File: src/rtl/drum_regs_pkg.sv
package drum_regs_pkg;

  // Register selects whose meaning the sequencer and software depend on
  localparam logic [3:0] SEL_START_WR = 4'b0000;
  localparam logic [3:0] SEL_START_RD = 4'b0100;
  localparam logic [3:0] SEL_LD_SECT  = 4'b1000;
  localparam logic [3:0] SEL_LD_ICORE = 4'b1100;
  localparam logic [3:0] SEL_LD_FCORE = 4'b1110;
  localparam logic [3:0] SEL_RD_STAT  = 4'b0001;
  localparam logic [3:0] SEL_RD_SECT  = 4'b0010;
  localparam logic [3:0] SEL_RD_CORE  = 4'b0011;
  localparam logic [3:0] SEL_RD_DATA  = 4'b0100;

  // Director word bits
  localparam int DF_CLEAR   = 0;
  localparam int DF_CLR_INT = 1;
  localparam int DF_EN_EOP  = 3;
  localparam int DF_EN_ALM  = 4;

  // Status word bits
  localparam int ST_READY = 0;
  localparam int ST_BUSY  = 1;
  localparam int ST_INT   = 2;
  localparam int ST_DATA  = 3;
  localparam int ST_EOP   = 4;
  localparam int ST_ALARM = 5;
  localparam int ST_PROTF = 9;
  localparam int ST_SCMP  = 13;
  localparam int ST_OVR   = 15;

  // Strobes from control to datapath, one cycle of decoded access
  typedef struct packed {
    logic       accept;
    logic       isRead;
    logic [3:0] sel;
    logic       dirFunc;
    logic       startWr;
    logic       startRd;
    logic       ldSect;
    logic       ldICore;
    logic       ldFCore;
  } regStrb_t;

  function automatic logic outSelLegal(input logic [3:0] s);
    return s[0] || (s == SEL_START_WR) || (s == SEL_START_RD) ||
           (s == SEL_LD_SECT) || (s == SEL_LD_ICORE) || (s == SEL_LD_FCORE);
  endfunction

  function automatic logic inSelLegal(input logic [3:0] s);
    return (s == SEL_RD_STAT) || (s == SEL_RD_SECT) ||
           (s == SEL_RD_CORE) || (s == SEL_RD_DATA);
  endfunction

endpackage

File: src/rtl/drum_reg_ctrl.sv
module drum_reg_ctrl
  import drum_regs_pkg::*;
(
  input  logic       clk,
  input  logic       rstN,
  input  logic       accValid,
  input  logic       accWrite,
  input  logic [3:0] accSel,
  input  logic       busyNow,
  output regStrb_t   strb,
  output logic       accReply,
  output logic       accReject
);

  localparam int NUM_SEL = 16;

  logic [NUM_SEL-1:0] outLegalMap;
  logic [NUM_SEL-1:0] inLegalMap;

  for (genvar s = 0; s < NUM_SEL; s++) begin : g_selMap
    assign outLegalMap[s] = outSelLegal(4'(s));
    assign inLegalMap[s]  = inSelLegal(4'(s));
  end

  logic busyBlock;
  logic accOk;

  always_comb begin
    busyBlock = accWrite && !accSel[0] && busyNow;
    accOk     = accValid && (accWrite ? (outLegalMap[accSel] && !busyBlock)
                                      : inLegalMap[accSel]);
    strb         = '0;
    strb.accept  = accOk;
    strb.isRead  = accOk && !accWrite;
    strb.sel     = accSel;
    strb.dirFunc = accOk && accWrite && accSel[0];
    strb.startWr = accOk && accWrite && (accSel == SEL_START_WR);
    strb.startRd = accOk && accWrite && (accSel == SEL_START_RD);
    strb.ldSect  = accOk && accWrite && (accSel == SEL_LD_SECT);
    strb.ldICore = accOk && accWrite && (accSel == SEL_LD_ICORE);
    strb.ldFCore = accOk && accWrite && (accSel == SEL_LD_FCORE);
  end

  always_ff @(posedge clk) begin
    if (!rstN) begin
      accReply  <= 1'b0;
      accReject <= 1'b0;
    end else begin
      accReply  <= accOk;
      accReject <= accValid && !accOk;
    end
  end

endmodule

File: src/rtl/drum_reg_dpath.sv
module drum_reg_dpath
  import drum_regs_pkg::*;
#(
  parameter int TRACK_W    = 10,
  parameter int SECT_W     = 5,
  parameter int NUM_TRACKS = 320,
  localparam int ADDR_W    = TRACK_W + SECT_W,
  localparam int DATA_W    = ADDR_W + 1
) (
  input  logic              clk,
  input  logic              rstN,
  input  regStrb_t          strb,
  input  logic [DATA_W-1:0] wrData,
  input  logic              driveReady,
  input  logic [SECT_W-1:0] curSector,
  input  logic              seqDone,
  input  logic              seqProtFault,
  input  logic              seqOverrange,
  input  logic              xferWordValid,
  input  logic [DATA_W-1:0] xferWord,
  input  logic              xferAddrValid,
  input  logic [DATA_W-1:0] xferAddr,
  output logic [DATA_W-1:0] rdData,
  output logic              startWrite,
  output logic              startRead,
  output logic              loadSector,
  output logic              loadInitCore,
  output logic              loadFinalCore,
  output logic [DATA_W-1:0] ldData,
  output logic              ctlClear,
  output logic              irq,
  output logic              busyNow
);

  localparam logic [TRACK_W-1:0] TRK_LAST = TRACK_W'(NUM_TRACKS - 1);

  logic               busyR, eopR, alarmR, ovrR, pfR;
  logic               enEopR, enAlmR;
  logic [ADDR_W-1:0]  sectAddrR;
  logic [TRACK_W-1:0] trackR;
  logic               cmpR;
  logic [DATA_W-1:0]  iCoreR, fCoreR, coreStatR, dataStatR;

  logic               trkOk;
  logic               intNow;
  logic [DATA_W-1:0]  statWord, sectWord, readMux;

  always_comb begin
    trkOk  = sectAddrR[SECT_W +: TRACK_W] <= TRK_LAST;
    intNow = (eopR && enEopR) || (alarmR && enAlmR);

    statWord           = '0;
    statWord[ST_READY] = driveReady;
    statWord[ST_BUSY]  = busyR;
    statWord[ST_INT]   = intNow;
    statWord[ST_DATA]  = driveReady && !busyR;
    statWord[ST_EOP]   = eopR;
    statWord[ST_ALARM] = alarmR;
    statWord[ST_PROTF] = pfR;
    statWord[ST_SCMP]  = curSector == sectAddrR[SECT_W-1:0];
    statWord[ST_OVR]   = ovrR;

    sectWord = {cmpR, trackR, curSector};

    unique case (strb.sel)
      SEL_RD_STAT: readMux = statWord;
      SEL_RD_SECT: readMux = sectWord;
      SEL_RD_CORE: readMux = coreStatR;
      SEL_RD_DATA: readMux = dataStatR;
      default:     readMux = '0;
    endcase
  end

  assign irq     = intNow;
  assign busyNow = busyR;

  always_ff @(posedge clk) begin
    if (!rstN) begin
      busyR <= 1'b0; eopR <= 1'b0; alarmR <= 1'b0; ovrR <= 1'b0; pfR <= 1'b0;
      enEopR <= 1'b0; enAlmR <= 1'b0;
      sectAddrR <= '0; trackR <= '0; cmpR <= 1'b0;
      iCoreR <= '0; fCoreR <= '0; coreStatR <= '0; dataStatR <= '0;
      rdData <= '0; ldData <= '0;
      startWrite <= 1'b0; startRead <= 1'b0;
      loadSector <= 1'b0; loadInitCore <= 1'b0; loadFinalCore <= 1'b0;
      ctlClear <= 1'b0;
    end else begin
      startWrite    <= 1'b0;
      startRead     <= 1'b0;
      loadSector    <= 1'b0;
      loadInitCore  <= 1'b0;
      loadFinalCore <= 1'b0;
      ctlClear      <= 1'b0;
      ldData        <= '0;
      rdData        <= '0;

      // Lowest priority: any accepted output drops end of operation
      if (strb.accept && !strb.isRead) eopR <= 1'b0;

      if (strb.dirFunc) begin
        if (wrData[DF_CLR_INT]) begin
          eopR   <= 1'b0;
          alarmR <= 1'b0;
        end
        enEopR <= wrData[DF_EN_EOP];
        enAlmR <= wrData[DF_EN_ALM];
      end

      // Sequencer events override the host-side clears above
      if (seqDone) begin
        eopR <= 1'b1; busyR <= 1'b0; cmpR <= 1'b0;
      end
      if (seqProtFault) begin
        pfR <= 1'b1; alarmR <= 1'b1; busyR <= 1'b0; cmpR <= 1'b0;
      end
      if (seqOverrange) begin
        ovrR <= 1'b1; alarmR <= 1'b1; busyR <= 1'b0; cmpR <= 1'b0;
      end
      if (xferWordValid) dataStatR <= xferWord;
      if (xferAddrValid) coreStatR <= xferAddr;

      if (strb.startWr || strb.startRd) begin
        if (trkOk) begin
          busyR      <= 1'b1;
          startWrite <= strb.startWr;
          startRead  <= strb.startRd;
        end else begin
          ovrR   <= 1'b1;
          alarmR <= 1'b1;
        end
      end

      if (strb.ldSect) begin
        sectAddrR  <= wrData[ADDR_W-1:0];
        trackR     <= wrData[SECT_W +: TRACK_W];
        ldData     <= wrData;
        loadSector <= 1'b1;
      end
      if (strb.ldICore) begin
        iCoreR       <= wrData;
        coreStatR    <= wrData;
        cmpR         <= wrData == fCoreR;
        ldData       <= wrData;
        loadInitCore <= 1'b1;
      end
      if (strb.ldFCore) begin
        fCoreR        <= wrData;
        cmpR          <= wrData == iCoreR;
        ldData        <= wrData;
        loadFinalCore <= 1'b1;
      end

      // Highest priority: controller clear
      if (strb.dirFunc && wrData[DF_CLEAR]) begin
        ctlClear <= 1'b1;
        busyR <= 1'b0; eopR <= 1'b0; alarmR <= 1'b0; ovrR <= 1'b0; pfR <= 1'b0;
        trackR <= '0; cmpR <= 1'b0;
      end

      if (strb.isRead) rdData <= readMux;
    end
  end

endmodule

File: src/rtl/drum_host_regs.sv
module drum_host_regs
  import drum_regs_pkg::*;
#(
  parameter int TRACK_W    = 10,
  parameter int SECT_W     = 5,
  parameter int NUM_TRACKS = 320,
  localparam int DATA_W    = TRACK_W + SECT_W + 1
) (
  input  logic              clk,
  input  logic              rstN,
  input  logic              accValid,
  input  logic              accWrite,
  input  logic [3:0]        accSel,
  input  logic [DATA_W-1:0] wrData,
  output logic [DATA_W-1:0] rdData,
  output logic              accReply,
  output logic              accReject,
  input  logic              driveReady,
  input  logic [SECT_W-1:0] curSector,
  input  logic              seqDone,
  input  logic              seqProtFault,
  input  logic              seqOverrange,
  input  logic              xferWordValid,
  input  logic [DATA_W-1:0] xferWord,
  input  logic              xferAddrValid,
  input  logic [DATA_W-1:0] xferAddr,
  output logic              startWrite,
  output logic              startRead,
  output logic              loadSector,
  output logic              loadInitCore,
  output logic              loadFinalCore,
  output logic [DATA_W-1:0] ldData,
  output logic              ctlClear,
  output logic              irq
);

  regStrb_t strb;
  logic     busyNow;

  drum_reg_ctrl u_ctrl (
    .clk       (clk),
    .rstN      (rstN),
    .accValid  (accValid),
    .accWrite  (accWrite),
    .accSel    (accSel),
    .busyNow   (busyNow),
    .strb      (strb),
    .accReply  (accReply),
    .accReject (accReject)
  );

  drum_reg_dpath #(
    .TRACK_W    (TRACK_W),
    .SECT_W     (SECT_W),
    .NUM_TRACKS (NUM_TRACKS)
  ) u_dpath (
    .clk           (clk),
    .rstN          (rstN),
    .strb          (strb),
    .wrData        (wrData),
    .driveReady    (driveReady),
    .curSector     (curSector),
    .seqDone       (seqDone),
    .seqProtFault  (seqProtFault),
    .seqOverrange  (seqOverrange),
    .xferWordValid (xferWordValid),
    .xferWord      (xferWord),
    .xferAddrValid (xferAddrValid),
    .xferAddr      (xferAddr),
    .rdData        (rdData),
    .startWrite    (startWrite),
    .startRead     (startRead),
    .loadSector    (loadSector),
    .loadInitCore  (loadInitCore),
    .loadFinalCore (loadFinalCore),
    .ldData        (ldData),
    .ctlClear      (ctlClear),
    .irq           (irq),
    .busyNow       (busyNow)
  );

endmodule

File: config.mk
export PLATFORM = sky130hd
export DESIGN_NAME = drum_host_regs
export DESIGN_NICKNAME = d
export VERILOG_FILES = /design/src/rtl/drum_regs_pkg.sv /design/src/rtl/drum_reg_ctrl.sv /design/src/rtl/drum_reg_dpath.sv /design/src/rtl/drum_host_regs.sv
export SDC_FILE = /design/constraint.sdc
export NUM_CORES = 1
export LEC_CHECK = 0
export BUFFER_PORTS_ARGS = -buffer_cell sky130_fd_sc_hd__buf_2
export CAP_MARGIN = 20
export CORE_MARGIN = 2
export CORE_UTILIZATION = 59
export CTS_CLUSTER_DIAMETER = 50
export DETAILED_ROUTE_END_ITERATION = 16
export GPL_ROUTABILITY_DRIVEN = 1
export PLACE_DENSITY = 0.86
export SETUP_SLACK_MARGIN = 0.2
export SYNTH_ARGS = -nofsm -noshare
export SYNTH_HDL_FRONTEND = slang
export SYNTH_SLANG_ARGS = --single-unit
File: constraint.sdc
create_clock -name clk -period 4.55 [get_ports clk]
set_clock_uncertainty 0.2 [all_clocks]
set_input_delay 0 -clock clk [delete_from_list [all_inputs] [get_ports clk]]
set_output_delay 0 -clock clk [all_outputs]
set_load 0.01 [all_outputs]
==> results_dict.tcl, run 1 <==
set metrics [dict create \
    crit_buf_inv 1 \
    path_class "reg2reg" \
    netlist.area_leader.share_pct 47.53 \
    clockBufferDepth 2 \
    cts_tree "done" \
    post-route-min-period_ps 2827 \
    cts.sinks 131 \
    synth-edff-count 0 \
    crit_start "u_dpath.busyNow$_SDFF_PP0_" \
    hold_class "in2reg" \
    fmax_mhz 353.8 \
    drt_iter0_drc 644 \
    syn_inst 576 \
    overflow 0 \
    htreeDepth 4 \
    max-slew-margin-rel_pct 32.68 \
    vias 5407 \
    drt-met1-wl_mm 6.645 \
    rr_startpoint "u_dpath.busyNow$_SDFF_PP0_" \
    clock_latency_ps 520 \
    switching_share_pct 22.74 \
    crit_path_end_kind "flop" \
    hold_viol 0 \
    maxCapViolCount 0 \
    wl_per_cell_um 20.68 \
    cts_buffers 17 \
    yosysTopAreaCell "dfxtp_1" \
    via_per_inst 6.021 \
    drc 0 \
    p_int_uw 2288 \
    synth_warnings 0 \
    crit_family "buffers and inverters" \
    gp_congestion 0.8321 \
    cpPeakStageDelay_ps 1030 \
    nNetsFinal 841 \
    switchingPower_uw 673.2 \
    tns_ps 0 \
    p_comb_share_pct 9.6 \
    p_clk_share_pct 49.9 \
    dp_hpwl_mm 9.617 \
    die_h_um 100.7 \
    cp-start-kind "flop" \
    cts-root-buf "clkbuf_8" \
    final_cell_mix "dfxtp_1 (131), nand2_1 (125), dlygate4sd3_1 (110)" \
    yosys.cell_types.count 47 \
    layout_commonest_cell "dfxtp_1" \
    min-delay-start "xferAddrValid" \
    clkTransAtPathRegs_ps 60 \
    cp_slowest_cell "dlygate4sd3_1" \
    arrival_ps 3060 \
    worstMarginPinSlew_ps 1005 \
    ys_ff_latch 131 \
    port_buffers 107 \
    fin_cells 898 \
    synthTopCellsByArea "dfxtp_1 (48%), nand2_1 (8.5%), a21boi_1 (7.5%), xnor2_1 (5.6%), mux2i_1 (3.3%)" \
    ctsResizeCount 0 \
    start_util_pct 60.29 \
    wl_mm 18.57 \
    power_leakage_uw 0.003105 \
    slew_violations 0 \
    path_cells "and2b_4 > nand3_4 > nor3b_4 > dlygate4sd3_1 > nand2_1 > a21oi_1" \
    diodes 0 \
    async_flop_share_pct 0 \
    setup_viol 0 \
    core-area_um2 9153 \
    grt_pass1_wl_mm 28.76 \
    grt_pass1_vias 5538 \
    highest_layer "met4" \
    placed_cells 756 \
    p_seq_share_pct 40.4 \
    wl_met2_mm 8.949 \
    design_power_total_uw 2961 \
    avgSynthCellArea_um2 9.580 \
    worst_hold_slack_ps 12.56 \
    dr.pass1.iters 7 \
    route.met3.wl_mm 1.911 \
    ant_nets 0 \
    irDropWorstVdd_v 0.0002264 \
    yosysSeqAreaShare_pct 47.53 \
    period_share_pct 62.13 \
    cp_max_fo 14 \
    power_density_nw_per_um2 383.3 \
    grt_start_max_net_pins 46 \
    netlist_area_um2 5518 \
    crit_required_ps 4780 \
    dieWidth_um 100.7 \
    syn_nets 643 \
    outcome "complete, no violations" \
    synth_flop_cell "dfxtp_1" \
    num_io_pins 108 \
    antenna_found_initial 0 \
    rsz0062_at_grt "no" \
    dieArea_um2 10140 \
    area_growth_pct 39.98 \
    drive_above_1_share_pct 22.62 \
    rows 35 \
    grt_use_total_pct 37.66 \
]
## area by class of cell
type,count,area (µm²)
multi-input combinational,405,2674
fill,440,1429
inverter,1,3.754
clock inverter,12,205.2
tap,111,138.9
clock buffer,20,435.4
sequential,131,2623
timing repair buffer,218,1644
## registers in the layout, summed over array words and instances (netlist names), 9 cells and up
signal / cells
u_dpath.coreStatR: 16
u_dpath.dataStatR: 16
u_dpath.fCoreR: 16
u_dpath.iCoreR: 16
u_dpath.ldData: 16
u_dpath.rdData: 16
u_dpath.sectAddrR: 9
u_dpath.trackR: 10
## metal layers
layer	vias up	track usage [%]
met5	-	0
met4	0	21.81
met3	104	9.778
li1	2364	-
met1	2539	43.26
met2	400	63.23
## Yosys cell counts, types with 2 or more instances
cell type and instances:
nor4b_4 2, nand4_1 9, nand2_1 125, buf_6 5
a222oi_1 16, nor3_1 3, buf_4 5, nor4_1 2
nand3_1 3, nor2b_1 19, a21oi_1 18, xor2_1 3
a21boi_0 2, and2_1 19, mux2i_1 18, o21ai_0 2
xnor2_1 35, a21oi_2 5, and3_1 4, nor4b_2 2
o21bai_1 2, dfxtp_1 131, clkbuf_1 17, nand3_4 2
a21boi_1 55, a211oi_1 2, mux2_2 16, nand2_2 4
nor2_1 21, buf_2 12
## final timing paths
kind | cells past startpoint | to | slack, ps
worst max-delay path | 6 | u_dpath.trackR[7]$_SDFFE_PP0N_ | 1720
worst min-delay path | 4 | u_dpath.coreStatR[9]$_SDFFE_PN0P_ | 10
worst max register to register | 6 | u_dpath.trackR[7]$_SDFFE_PP0N_ | 1720
worst min register to register | 2 | u_dpath.fCoreR[5]$_SDFFE_PN0P_ | 260
## logic make-up (layout without fill, tap and decap cells)
logic type,count (synthesis),count (layout),share of synthesized area [%]
and+or+nand+nor,225,225,20.86
DFF,131,131,47.53
AOI/OAI and AO/OA,108,108,15.03
buffers and inverters,40,251,4.014
xor gates and xnor gates,38,38,6.032
muxes,34,34,6.531
## what timing repair did
action                    CTS  global route
hold endpoints to repair  131             0
hold buffers              110             0
setup buffers               0             0
## power by group through the flow
stage	clock network [µW]	registers, µW	logic (µW)
finish	1480	1200	285
global route	1530	1200	301
CTS	1460	1190	268
detailed placement	0	1220	189
global placement	0	1220	184
floorplan	0	1210	123
## worst reg2reg max path, stage by stage (launching register included)
cell and delay, ps:
dfxtp_1 380, and2b_4 320, nand3_4 120, nor3b_4 320, dlygate4sd3_1 1030, nand2_1 190, a21oi_1 170
## stage by stage
step / utilization, % / instance area [µm²] / worst slack [ps]
floorplan: - / 5518 / 2932
global placement: 65.36 / 5982 / 2355
detailed placement: 65.36 / 5982 / 2267
CTS: 84.39 / 7724 / 1862
global route: 84.39 / 7724 / 1631
finish: 84.39 / 7724 / 1723
Note: power is estimated with default switching activity, not from simulation.
==> run 2, diff against run 1 <==
--- a/config.mk
+++ b/config.mk
@@ -5,14 +5,15 @@
 export SDC_FILE = /design/constraint.sdc
 export NUM_CORES = 1
 export LEC_CHECK = 0
+export ABC_AREA = 1
 export BUFFER_PORTS_ARGS = -buffer_cell sky130_fd_sc_hd__buf_2
 export CAP_MARGIN = 20
 export CORE_MARGIN = 2
-export CORE_UTILIZATION = 59
+export CORE_UTILIZATION = 55
 export CTS_CLUSTER_DIAMETER = 50
 export DETAILED_ROUTE_END_ITERATION = 16
 export GPL_ROUTABILITY_DRIVEN = 1
-export PLACE_DENSITY = 0.86
+export PLACE_DENSITY = 0.8
 export SETUP_SLACK_MARGIN = 0.2
 export SYNTH_ARGS = -nofsm -noshare
 export SYNTH_HDL_FRONTEND = slang
==> constraint.sdc (replaced) <==
create_clock -name clk -period 2.75 [get_ports clk]
set_clock_uncertainty 0.2 [all_clocks]
set_input_delay 0 -clock clk [delete_from_list [all_inputs] [get_ports clk]]
set_output_delay 0 -clock clk [all_outputs]
set_load 0.01 [all_outputs]
==> run 2 against run 1 <==
Compared with the run above: design area up 3.0%; clock power up 43%; global-route usage down 2.1 points; routed wire length up 5.4%; first-iteration DRC count down 1.1%; final cell count up 29%; non-clock buffer count up 18; largest cell class is now sequential cells.
==> results_dict.tcl, run 2 <==
set metrics [dict create \
    outcome "complete, no violations" \
    hold_path_depth 7 \
    p_seq_share_pct 43.3 \
    max-slew-margin-rel_pct 56.60 \
    power_leakage_uw 0.003739 \
    ys_top_cells_by_count "nand2_1 (242), dfxtp_1 (131), inv_1 (85)" \
    cp_max_fo 10 \
    yosysTopAreaCell "dfxtp_1" \
    hold_viol 0 \
    drt-met1-wl_mm 6.844 \
    clkTransAtPathRegs_ps 60 \
    vias 6464 \
    grt_pass1_wl_mm 30.77 \
    cp-start-kind "flop" \
    maxCapViolCount 0 \
    tns_ps 0 \
    htreeDepth 4 \
    switching_share_pct 26.34 \
    drive_above_1_share_pct 17.23 \
    rows 36 \
    r2r_cells 8 \
    p_comb_share_pct 10.6 \
    nFillCells 607 \
    path_class "reg2reg" \
    cts-root-buf "clkbuf_8" \
    start_util_pct 56.96 \
    ant_nets 0 \
    dieArea_um2 10990 \
    post-synth-top-count-cell "nand2_1" \
    port_buffers 107 \
    power_density_nw_per_um2 576.7 \
    ys_ff_latch 131 \
    core-area_um2 9819 \
    avgSynthCellArea_um2 7.053 \
    post-route-min-period_ps 2480 \
    final_cell_mix "nand2_1 (242), dfxtp_1 (131), dlygate4sd3_1 (119)" \
    rsz0062_at_grt "no" \
    antenna_found_initial 0 \
    yosys.cell_types.count 31 \
    dr.pass1.iters 6 \
    netlist.area_leader.share_pct 46.89 \
    overflow 0 \
    gp_congestion 0.9055 \
    design_area_um2 7958 \
    die_h_um 104.8 \
    p_clk_share_pct 46.0 \
    wl_mm 19.58 \
    cts_tree "done" \
    switchingPower_uw 1209 \
    clockBufferDepth 2 \
    slew_violations 0 \
    route.met3.wl_mm 1.905 \
    setup_viol 0 \
    grt_pass1_vias 6472 \
    layout_commonest_cell "nand2_1" \
    syn_nets 860 \
    placed_area_um2 6143 \
    num_io_pins 108 \
    drt_iter0_drc 637 \
    diodes 0 \
    cts.sinks 131 \
    cts_buffers 17 \
    crit_path_end_kind "flop" \
    synth-edff-count 0 \
    yosysSeqAreaShare_pct 46.89 \
    p_int_uw 3380 \
    synth_warnings 0 \
    dieWidth_um 104.8 \
    syn_inst 793 \
    synthTopCellsByArea "dfxtp_1 (47%), nand2_1 (16%), a21oi_1 (5.8%), inv_1 (5.7%), nor2_1 (5.0%)" \
    hold_class "in2reg" \
    wl_per_cell_um 16.88 \
    netlist_area_um2 5593 \
    async_flop_share_pct 0 \
    arrival_ps 2690 \
    synth_flop_cell "dfxtp_1" \
    via_per_inst 5.572 \
    clock_latency_ps 540 \
    worstMarginPinSlew_ps 650.2 \
    dp_hpwl_mm 10.11 \
    worst_hold_slack_ps 125.1 \
    placed_cells 1002 \
    period_share_pct 90.18 \
    grt_start_max_net_pins 58 \
    fin_cells 1160 \
    wl_met2_mm 9.188 \
    drc 0 \
    nNetsFinal 1081 \
    highest_layer "met4" \
    area_growth_pct 42.28 \
    fmax_mhz 403.2 \
    grt_use_total_pct 35.53 \
    irDropWorstVdd_v 0.0004787 \
    crit_required_ps 2960 \
]
==> run 2: area by class of cell <==
cell class                      count  area [µm²]  share of cell area [%]
Clock inverter                     14       130.1                   1.635
Timing Repair Buffer              236        1805                   22.69
Clock buffer                       18       417.9                   5.252
Multi-Input combinational cell    535        2461                   30.93
Tap cell                          133       166.4                   2.091
Inverter                           93       354.1                   4.450
Sequential cell                   131        2623                   32.96
==> run 2: worst paths after layout <==
check | slack, ps | endpoint | start
hold / removal | 130 | u_dpath.rdData[11]$_SDFF_PN0_ | accSel[0]
setup reg to reg | 270 | u_dpath.eopR$_SDFF_PP0_ | u_dpath.busyNow$_SDFF_PP0_
hold reg to reg | 260 | u_dpath.fCoreR[9]$_SDFFE_PN0P_ | u_dpath.fCoreR[9]$_SDFFE_PN0P_
setup / recovery | 270 | u_dpath.eopR$_SDFF_PP0_ | u_dpath.busyNow$_SDFF_PP0_
==> run 2: through the flow <==
stage | worst slack (ps) | power (µW) | utilization, %
finish | 270.1 | 4589 | 81.04
global route | 187.3 | 4710 | 81.04
CTS | 214.5 | 4503 | 80.28
detailed placement | 836.1 | 2343 | 62.56
global placement | 862.5 | 2338 | 62.56
floorplan | 1331 | 2213 | -
==> run 2: repair_timing <==
item / 4_1_cts / 5_1_grt
endpoints found under the hold margin: 131 / 0
setup endpoints to repair: 0 / 19
resized for setup: 0 / 7
hold buffers: 119 / 0
setup buffers: 0 / 6
==> run 2: cell families after synthesis <==
logic type      after synthesis  synth area share (%)
flops                       131                 46.89
xor+xnor                      9                 1.409
compound gates              122                 11.43
buf+inv                     128                 9.508
simple gates                403                 30.76
==> run 2: per-layer routing <==
layer	GRT usage, %	up-vias
met5	0	-
met4	26.67	0
met3	9.981	153
met2	60.02	461
met1	37.49	2901
li1	-	2949
==> run 2: worst max-delay path: stages, from the launching register on <==
cell           delay [ps]
dfxtp_1               320
inv_1                  80
nand2_1                90
nand2_4               170
nand2_1               100
a21oi_1               210
dlygate4sd3_1         580
nor2_1                 50
dlygate4sd3_1         570
==> run 2: power groups by stage <==
stage	combinational, µW	sequential [µW]	clock [µW]
final	488	1990	2110
after floorplan	200	2010	0
after detailed placement	322	2020	0
after global placement	318	2020	0
after CTS	449	1980	2070
after global routing	531	1990	2190
==> run 3, diff against run 2 <==
--- a/config.mk
+++ b/config.mk
@@ -9,12 +9,13 @@
 export BUFFER_PORTS_ARGS = -buffer_cell sky130_fd_sc_hd__buf_2
 export CAP_MARGIN = 20
 export CORE_MARGIN = 2
-export CORE_UTILIZATION = 55
+export CORE_UTILIZATION = 45
 export CTS_CLUSTER_DIAMETER = 50
 export DETAILED_ROUTE_END_ITERATION = 16
 export GPL_ROUTABILITY_DRIVEN = 1
-export PLACE_DENSITY = 0.8
+export PLACE_DENSITY = 0.68
 export SETUP_SLACK_MARGIN = 0.2
+export SLEW_MARGIN = 10
 export SYNTH_ARGS = -nofsm -noshare
 export SYNTH_HDL_FRONTEND = slang
 export SYNTH_SLANG_ARGS = --single-unit
==> run 3 against run 2 <==
Compared with the run above: via count decreased by 11%; total power decreased by 0.74%; sequential power about the same; register-to-register slack improved by 100 ps; count of clock-buffer cells in the layout increased by 4; largest cell class unchanged; highest routed layer unchanged.
==> results_dict.tcl, run 3 (synthesized netlist as in run 2, its figures left out) <==
set metrics [dict create \
    final_cell_mix "nand2_1 (241), dfxtp_1 (131), dlygate4sd3_1 (107), buf_2 (107), inv_1 (84)" \
    clockBufferDepth 2 \
    cts_tree "done" \
    grt_pass1_wl_mm 25.39 \
    cts_buffers 17 \
    drt_iter0_drc 323 \
    p_clk_share_pct 46.5 \
    cp-start-kind "primary input" \
    dp_slack_ps 879.0 \
    crit_family "buffers and inverters" \
    rsz0062_at_grt "no" \
    wl_mm 16.22 \
    wl_met2_mm 8.269 \
    area_growth_pct 40.02 \
    worstMarginPinSlew_ps 583.2 \
    gp_congestion 0.8363 \
    hold_class "in2reg" \
    cts.sinks 131 \
    wl_per_cell_um 13.82 \
    vias 5761 \
    post-route-min-period_ps 2451 \
    dp_hpwl_mm 10.56 \
    hold_viol 0 \
    power_leakage_uw 0.003628 \
    antenna_found_initial 0 \
    clock_latency_ps 430 \
    path_class "in2reg" \
    cp_max_fo 4 \
    clkTransAtPathRegs_ps 50 \
    diodes 0 \
    grt_start_max_net_pins 41 \
    crit_buf_inv 4 \
    drt-met1-wl_mm 6.838 \
    highest_layer "met4" \
    rows 40 \
    p_seq_share_pct 43.5 \
    core-area_um2 12060 \
    dr.pass1.iters 5 \
    nNetsFinal 1064 \
    p_int_uw 3499 \
    drc 0 \
    start_util_pct 46.37 \
    irDropWorstVdd_v 0.0003491 \
    grt_pass1_vias 5459 \
    outcome "complete, no violations" \
    route.met3.wl_um 770 \
    max-slew-margin-rel_pct 60.90 \
    cpPeakStageDelay_ps 550 \
    period_share_pct 89.13 \
    power_density_nw_per_um2 581.7 \
    die_h_um 115.5 \
    num_io_pins 108 \
    tns_ps 0 \
    path_cells "dlygate4sd3_1 > buf_2 > nor2_1 > nand3_1 > nand4_1 > o21a_1 > dlygate4sd3_1 > nor2_1 > dlygate4sd3_1" \
    overflow 0 \
    crit_path_frequent_cell "dlygate4sd3_1" \
    p_comb_share_pct 10.0 \
    crit_path_end_kind "flop" \
    setup_viol 0 \
    port_buffers 107 \
    htreeDepth 4 \
    slew_violations 0 \
    cts-root-buf "clkbuf_16" \
    via_per_inst 4.907 \
    switching_share_pct 23.18 \
    grt_use_total_pct 24.63 \
    dieArea_um2 13340 \
    switchingPower_uw 1056 \
    drive_above_1_share_pct 16.90 \
    dieWidth_um 115.5 \
    layout_commonest_cell "nand2_1" \
    ant_nets 0 \
    fmax_mhz 408.0 \
    cp_slowest_cell "dlygate4sd3_1" \
    crit_required_ps 2860 \
    maxCapViolCount 0 \
    setup_ws_ps 299.0 \
    arrival_ps 2560 \
]
-- run 3: cell types whose count changed in the layout (fill, tap and decap cells not counted), sizes merged --
cell	change
clkinvlp	-3
dlygate4sd3	-12
clkinv	+2
inv	-6
nand3	-1
buf	-5
clkbuf	+4
-- run 3: path summary, 6_finish.rpt --
check        slack, ps                      startpoint  depth (start not counted)                            endpoint
max reg2reg        370      u_dpath.busyNow$_SDFF_PP0_                         10  u_dpath.coreStatR[14]$_SDFFE_PN0P_
min                210                         seqDone                          4             u_dpath.eopR$_SDFF_PP0_
max                300                       accSel[3]                          9         u_ctrl.accReject$_SDFF_PN0_
min reg2reg        250  u_dpath.fCoreR[9]$_SDFFE_PN0P_                          2      u_dpath.fCoreR[9]$_SDFFE_PN0P_
-- run 3: what timing repair did --
action | CTS | global route
endpoints found under the setup margin | 0 | 15
hold buffers | 108 | 0
resized for setup | 0 | 5
buffers inserted | 0 | 2
endpoints found under the hold margin | 125 | 0
-- run 3: worst register-to-register path, delay by kind of cell (launching register included) --
| kind | cells | cell delay (ps) |
|---|---|---|
| and+or+nand+nor | 6 | 680 |
| buffers and inverters | 4 | 1100 |
| DFF | 1 | 360 |
-- run 3: stage by stage --
stage          total power (µW)  cells  util, %  hold WS (ps)  instance area (µm²)
3_3_place_gp               2341   1036    51.23         23.66                 6180
4_1_cts                    4559   1172    64.75         196.7                 7810
2_1_floorplan              2213    793        -        -82.57                 5593
6_report                   4555   1174    64.93         206.5                 7831
3_5_place_dp               2344   1036    51.23         32.80                 6180
5_1_grt                    4703   1174    64.93         242.1                 7831
-- run 3: area by class of cell --
cell class | count | area [µm²]
clock buffer | 22 | 494.2
timing repair inverter | 1 | 5.005
multi-input combinational | 534 | 2441
clock inverter | 6 | 55.05
sequential | 131 | 2623
fill | 1061 | 4230
timing repair buffer | 219 | 1644
tap | 168 | 210.2
inverter | 93 | 359.1
-- run 3: per-layer routing --
metal / vias to the layer above / global-route usage [%]
met5: - / 0
met4: 0 / 10.92
li1: 2910 / -
met2: 174 / 43.16
met3: 29 / 4.916
met1: 2648 / 29.18
-- run 3: power by group through the flow --
| stage | Sequential (µW) | Clock (µW) | Combinational [µW] |
|---|---|---|---|
| 3_3_place_gp | 2020 | 0 | 322 |
| 3_5_place_dp | 2020 | 0 | 324 |
| 6_report | 1980 | 2120 | 455 |
| 5_1_grt | 1980 | 2220 | 503 |
| 2_1_floorplan | 2010 | 0 | 200 |
| 4_1_cts | 1980 | 2140 | 442 |
